`src/rtl/csr_irq_block.sv`:
```
module csr_irq_block #(
  parameter int AW        = 8,
  parameter int DW        = 32,
  parameter int NEV       = 8,
  parameter int NAK_BIT   = 28,
  parameter int SRST_BIT  = 31,
  parameter int BUSY_BIT  = 11,
  parameter int CLKB_BIT  = 10
) (
  input  logic          clk,
  input  logic          rst_n,
  input  logic          wr_en,
  input  logic          rd_en,
  input  logic [AW-1:0] addr,
  input  logic [DW-1:0] wdata,
  output logic [DW-1:0] rdata,
  input  logic [NEV-1:0] evt_pulse,
  input  logic          nak_pulse,
  input  logic          bus_busy,
  input  logic          clkgen_busy,
  output logic          irq,
  output logic          soft_rst
);

  localparam int EN_LSB = 8;
  localparam logic [AW-1:0] OFS_CTRL = AW'('h00);
  localparam logic [AW-1:0] OFS_INT  = AW'('h40);
  localparam logic [AW-1:0] OFS_STAT = AW'('h50);
  localparam logic [1:0] AL_NORM = 2'd0;
  localparam logic [1:0] AL_SET  = 2'd1;
  localparam logic [1:0] AL_CLR  = 2'd2;

  logic [DW-1:0]  ctrl_q;
  logic [NEV-1:0] flag_q;
  logic [NEV-1:0] en_q;
  logic           nak_q;
  logic           irq_q;

  logic [AW-1:0] base;
  logic [1:0]    alias_sel;
  logic          aligned;
  logic          hit_ctrl, hit_int, hit_stat;
  logic          wr_ctrl, wr_int, nak_clr;
  logic [DW-1:0]  ctrl_n;
  logic [NEV-1:0] flag_n;
  logic [NEV-1:0] en_n;
  logic           srst;

  assign base      = {addr[AW-1:4], 4'h0};
  assign alias_sel = addr[3:2];
  assign aligned   = (addr[1:0] == 2'b00) && (alias_sel != 2'b11);
  assign hit_ctrl  = aligned && (base == OFS_CTRL);
  assign hit_int   = aligned && (base == OFS_INT);
  assign hit_stat  = aligned && (base == OFS_STAT);
  assign wr_ctrl   = wr_en && hit_ctrl;
  assign wr_int    = wr_en && hit_int;
  assign nak_clr   = wr_int && (alias_sel == AL_SET) && wdata[NAK_BIT];
  assign srst      = ctrl_q[SRST_BIT];
  assign soft_rst  = srst;
  assign irq       = irq_q;

  always_comb begin
    case (alias_sel)
      AL_SET: begin
        ctrl_n = ctrl_q | wdata;
        flag_n = flag_q | wdata[NEV-1:0];
        en_n   = en_q | wdata[EN_LSB +: NEV];
      end
      AL_CLR: begin
        ctrl_n = ctrl_q & ~wdata;
        flag_n = flag_q & ~wdata[NEV-1:0];
        en_n   = en_q & ~wdata[EN_LSB +: NEV];
      end
      default: begin
        ctrl_n = wdata;
        flag_n = wdata[NEV-1:0];
        en_n   = wdata[EN_LSB +: NEV];
      end
    endcase
  end

  always_ff @(posedge clk or negedge rst_n) begin
    if (!rst_n) begin
      ctrl_q <= '0;
      flag_q <= '0;
      en_q   <= '0;
      nak_q  <= 1'b0;
      irq_q  <= 1'b0;
    end else begin
      if (wr_ctrl) ctrl_q <= ctrl_n;
      if (srst) begin
        flag_q <= '0;
        en_q   <= '0;
        nak_q  <= 1'b0;
      end else begin
        flag_q <= (wr_int ? flag_n : flag_q) | evt_pulse;
        if (wr_int) en_q <= en_n;
        nak_q  <= nak_pulse | (nak_q & ~nak_clr);
      end
      irq_q <= |(flag_q & en_q);
    end
  end

  always_comb begin
    rdata = '0;
    if (rd_en) begin
      if (hit_ctrl) rdata = ctrl_q;
      else if (hit_int) begin
        rdata[NEV-1:0]       = flag_q;
        rdata[EN_LSB +: NEV] = en_q;
      end else if (hit_stat) begin
        rdata[NAK_BIT]  = nak_q;
        rdata[BUSY_BIT] = bus_busy;
        rdata[CLKB_BIT] = clkgen_busy;
      end
    end
  end

  p_evt_sets_r4: assert property (@(posedge clk) disable iff (!rst_n)
    (!srst && (evt_pulse != '0)) |=> ((flag_q & $past(evt_pulse)) == $past(evt_pulse)));

  p_evt_beats_clear_r5: assert property (@(posedge clk) disable iff (!rst_n)
    (!srst && wr_int && (alias_sel == AL_CLR) && ((evt_pulse & wdata[NEV-1:0]) != '0))
    |=> ((flag_q & $past(evt_pulse)) == $past(evt_pulse)));

  p_irq_quiet_r6: assert property (@(posedge clk) disable iff (!rst_n)
    ((flag_q & en_q) == '0) |=> !irq);

  p_nak_sticky_r8: assert property (@(posedge clk) disable iff (!rst_n)
    (nak_q && !nak_clr && !srst) |=> nak_q);

  p_srst_clears_r10: assert property (@(posedge clk) disable iff (!rst_n)
    srst |=> ((flag_q == '0) && (en_q == '0) && !nak_q));

endmodule

```
`config.mk`:
```
export PLATFORM = sky130hd
export DESIGN_NAME = csr_irq_block
export DESIGN_NICKNAME = d
export VERILOG_FILES = /design/src/rtl/csr_irq_block.sv
export SDC_FILE = /design/constraint.sdc
export NUM_CORES = 1
export LEC_CHECK = 0
export BUFFER_PORTS_ARGS = -buffer_cell sky130_fd_sc_hd__clkbuf_2
export CORE_ASPECT_RATIO = 1.25
export CORE_MARGIN = 2
export CORE_UTILIZATION = 46
export CTS_CLUSTER_DIAMETER = 30
export CTS_CLUSTER_SIZE = 12
export DETAILED_ROUTE_END_ITERATION = 10
export GPL_TIMING_DRIVEN = 0
export PLACE_DENSITY = 0.83
export SLEW_MARGIN = 20
export SYNTH_ARGS = -nofsm -noshare
export SYNTH_HDL_FRONTEND = slang
export SYNTH_SLANG_ARGS = --single-unit
```
`constraint.sdc`:
```
create_clock -name clk -period 2.05 [get_ports clk]
set_input_delay 0 -clock clk [delete_from_list [all_inputs] [get_ports clk]]
set_output_delay 0 -clock clk [all_outputs]
set_load 0.01 [all_outputs]
```
# --- Word level (Yosys, flattened, before mapping) ---
# Cells that the tools add are included.
classes:
  n_reduce_logical: 12
  eq_ne: 5
  mux: 19
  n_bitwise: 14
op_table:
  columns: ["cell", "count"]
  rows:
  - ["$pmux 32 s2", 1]
  - ["$and 32x32->32", 1]
  - ["$mux 32", 1]
  - ["$mux 8", 4]
  - ["$not 32->32", 1]
  - ["$or 32x32->32", 1]
  - ["$pmux 8 s2", 2]
  - ["$and 8x8->8", 3]
  - ["$or 8x8->8", 3]
  - ["$mux 16", 1]
  - ["$not 8->8", 2]
  - ["$mux 12", 1]
  - ["$mux 10", 1]
  - ["$eq 4x3->1 const B", 2]
  - ["$logic_and 1x1->1", 8]
  - ["$logic_not 8->1", 1]
  - ["$reduce_or 8->1", 1]
  - ["$mux 1", 4]
  - ["$mux 2", 2]
  - ["$mux 4", 1]
  - ["$mux 3", 1]
  - ["$eq 2x1->1 const B", 1]
  - ["$eq 2x2->1 const B", 1]
  - ["$logic_not 2->1", 1]
  - ["5 further kinds", 5]
word_totals:
  reg_bits: 50

# --- Longest topological paths before layout ---
depth:
  depth_word: 10
  ltp_mapped: 8

# --- Worst setup path after synthesis ---
# Ideal clock, no wire load.
synth_timing:
  path_type: "input -> output"
  startpoint: "input addr[1]"
  endpoint: "output rdata[12]"
  path_buffers: 2
  t_arrival_ps: 1774
  stages: 6
  path_slack_ps: 276
  path_cell_list: "or4_4 > or3b_2 > or2_1 > clkbuf_1 > buf_2 > nor2_1"
synth_via:
  elab_chain_cells: 6
  elab_cells_between_ends: 7
  classes_between: "3 x mux; 4 x reduce/logical"
synth_lines:
  columns: ["item", "line_no", "text"]
  rows:
  - ["start: declaration", "14", "input logic [AW-1:0] addr,"]
  - ["$logic_not 2->1 *", "51", "assign aligned = (addr[1:0] == 2'b00) && (alias_sel != 2'b11);"]
  - ["$logic_and 1x1->1 *", "51", null]
  - ["$logic_and 1x1->1", "53", "assign hit_int = aligned && (base == OFS_INT);"]
  - ["$mux 4", "108", "else if (hit_int) begin"]
  - ["$mux 16 *", "107", "if (hit_ctrl) rdata = ctrl_q;"]
  - ["$mux 32 *", "106", "if (rd_en) begin"]
  - ["end: declaration", "16", "output logic [DW-1:0] rdata,"]
# Mark *: on every way between the ends. The rest lies on a longest branch, timed or not.

# --- Worst setup path after layout ---
layout_timing:
  startpoint: "input addr[1]"
  endpoint: "output rdata[7]"
layout_via:
  elab_chain_cells: 6
  elab_cells_between_ends: 7
  classes_between: "3 x mux; 4 x reduce/logical"
layout_lines:
  columns: ["item", "line_no"]
  rows:
  - ["$logic_not 2->1 *", "51"]
  - ["$logic_and 1x1->1 *", "51"]
  - ["$logic_and 1x1->1", "53"]
  - ["$mux 10", "108"]
  - ["$mux 16 *", "107"]
  - ["$mux 32 *", "106"]
# Marks and branches as above.

==> results.cfg <==
[global_route]
grtUsageTotal_pct = 27.7
grt_pass1_wl_um = 15900
overflow = 0
grt_antenna_before_repair = 0
grt_pass1_vias = 3439
grt_max_degree = 51

[clocking]
clk_latency_ns = 0.31
cts_buffers = 5
cts.sink_count = 50
root_buffer = clkbuf_8
clk_path_buf_depth = 2
cts_tree = done
ctsHtreeMaxLevel = 2
clk_pin_slew_ns = 0.09

[worst_setup_path]
timing.reg2reg.setup_slack_ns = 0.55
path_delay_family = simple AND/OR/NAND/NOR gates
r2r_end = en_q[7]
cpPeakStageDelay_ns = 0.58
path_cells = clkbuf_2, or4_4, or3b_4, or2_1, clkbuf_1, buf_4, nor2_1, clkbuf_2
worst-r2r-cell-count = 3
crit_start = addr[1]
cp-start-kind = input pin
crit_path_end_kind = output port
timing.critical_path.buf_inv = 4
critPathMaxFanout = 10
crit_required_ns = 2.05
criticalPathCategory = in2out
cpMostUsedCell = clkbuf_2
slowest_stage = or4_4
r2r_start = ctrl_q[31]
critical_path_depth = 8
arrival_ns = 1.97
cp-endpoint = rdata[7]

[logic_synthesis]
synth.avg_cell_area_um2 = 8.25
synthCells = 366
yosys_warnings = 0
syn_nets = 424
ys_types = 32
seq_area_frac_synth_pct = 41.5
synth_seq_cells = 50
syn_area_mm2 = 0.00302

[sta]
layout_setup_ws_ns = 0.0793
holdWs_ns = 0.00561
max-slew-margin-rel_pct = 33.5
finalClockSkew_ns = 0.00491
hold_violations = 0
setup_viol = 0
finalCritPeriodShare_pct = 96.1
worstMarginPinSlew_ns = 0.989
fmax_mhz = 507
report.final.slew_viol_count = 0
finalCriticalPeriod_ns = 1.97
tns_ns = 0

[detailed_routing]
via_count = 3391
post_drt_wl_per_cell_um = 16.5
routed_via_density = 5.76
drcViolationCount = 0
dr.pass1.iters = 5
wl_um = 9740
drt_iter0_drc = 270
postRouteAntennaNets = 0

[power]
p_leak_nw = 1.97
power_density_mw_per_mm2 = 589
peakVddDrop_v = 0.000353
finalPower_mw = 2.42

[final_layout]
fill_cells = 538
drive_above_1_share_pct = 22.1
fin_cells = 589
layout.nets = 559
syn_to_final_growth_pct = 35.9
mostFrequentLayoutCell = clkbuf_2
diodes = 0
final_cell_mix = clkbuf_2, a21oi_1, dfrtp_1

[place]
post-place-cells = 541
dp_hpwl_um = 6620
place_congestion = 0.894
dp_slack_ns = -0.362
numPortBuffers = 88

[floorplan]
fp.dieH_um = 94.6
core_mm2 = 0.00644
die_area_mm2 = 0.00723
start_util_pct = 46.9
num_rows = 33
die_w_um = 76.4
io_pins = 89

[outcome]
status = finished clean

[min_path]
min_from = wdata[27]
holdCritPathClass = in2reg

[run]
cap_violations = 0
-- registers in the layout (all words and copies together), names as in the netlist --
register,cells
nak_q,1
irq,1
flag_q,8
en_q,8
ctrl_q,32
-- tightest hold or removal path, stage by stage --
cell      delay (ns)
clkbuf_2        0.10
a21oi_1         0.06
a21oi_1         0.10
-- cell families (layout without fill, tap and decap cells) --
family	after synthesis	count (layout)	synth area share [%]
AOI/OAI and AO/OA	128	128	24.1
adders and majority gates	3	3	1.24
buffers and inverters	48	184	6.51
DFF	50	50	41.5
muxes	16	16	5.31
and+or+nand+nor	121	121	21.4
-- per-stage QoR --
| step | instance area (um^2) | util [%] |
|---|---|---|
| 2_1_floorplan | 3020 | - |
| 3_3_place_gp | 3570 | 55.4 |
| 3_5_place_dp | 3570 | 55.4 |
| 4_1_cts | 4080 | 63.3 |
| 5_1_grt | 4100 | 63.7 |
| 6_report | 4100 | 63.7 |
-- report_power, final --
| group | internal (mW) | total (mW) | switching [mW] |
|---|---|---|---|
| clock network | 0.366 | 0.706 | 0.340 |
| logic | 0.241 | 0.533 | 0.292 |
| registers | 1.09 | 1.18 | 0.0821 |
-- cells in the mapped netlist --
master,count,area (um^2)
a21oi_1,65,325
dfrtp_1,50,1250
nand2_1,28,105
nor2_1,25,93.8
clkbuf_1,22,82.6
o21ai_0,22,110
inv_1,21,78.8
nor2b_1,18,113
mux2i_1,16,160
and2_1,15,93.8
o22ai_1,15,93.8
a22o_1,11,96.3
or3_1,11,68.8
a31oi_1,10,62.6
nand3_1,7,35.0
nand2b_1,5,31.3
a22oi_1,4,30.0
ha_1,3,37.5
buf_1,2,7.51
buf_6,2,22.5
or3b_2,2,17.5
or4_4,2,22.5
buf_2,1,5.00
nand4_1,1,6.26
nor3_1,1,5.00
nor3_2,1,10.0
nor4_1,1,6.26
nor4b_1,1,8.76
nor4b_2,1,15.0
o311a_1,1,10.0
or2_1,1,6.26
or2_2,1,6.26
-- final cells by class --
type	count	area, um^2	share of cell area (%)
Buffer	27	125	3.05
Sequential cell	50	1250	30.5
Clock buffer	7	76.3	1.86
Multi-Input combinational cell	268	1590	38.8
Timing Repair Buffer	128	838	20.4
Tap cell	87	109	2.65
Inverter	21	78.8	1.92
Clock inverter	1	30.0	0.732
-- routing by layer --
layer / GRT usage (%) / routed length [um] / vias to the layer above
li1: - / - / 1553
met1: 32.7 / 3750 / 1601
met2: 47.9 / 4860 / 202
met3: 5.45 / 741 / 35
met4: 14.5 / 393 / 0
met5: 0 / 0 / -
-- worst min-delay path by stage --
stage	endpoint	slack, ns	depth (start not counted)
after global routing	ctrl_q[28]	0.03	3
after global placement	flag_q[4]	0.23	3
after floorplan	ctrl_q[0]	-0.30	0
final	ctrl_q[27]	0.006	3
after CTS	ctrl_q[31]	0.002	3
after detailed placement	ctrl_q[9]	0.11	1
-- what timing repair did --
action	in CTS	in global routing
setup endpoints to repair	25	42
pin swaps	0	1
hold buffers	38	0
endpoints found under the hold margin	87	0
setup buffers	0	2
resized for setup	5	8
Power figures use the tool's default switching activity.
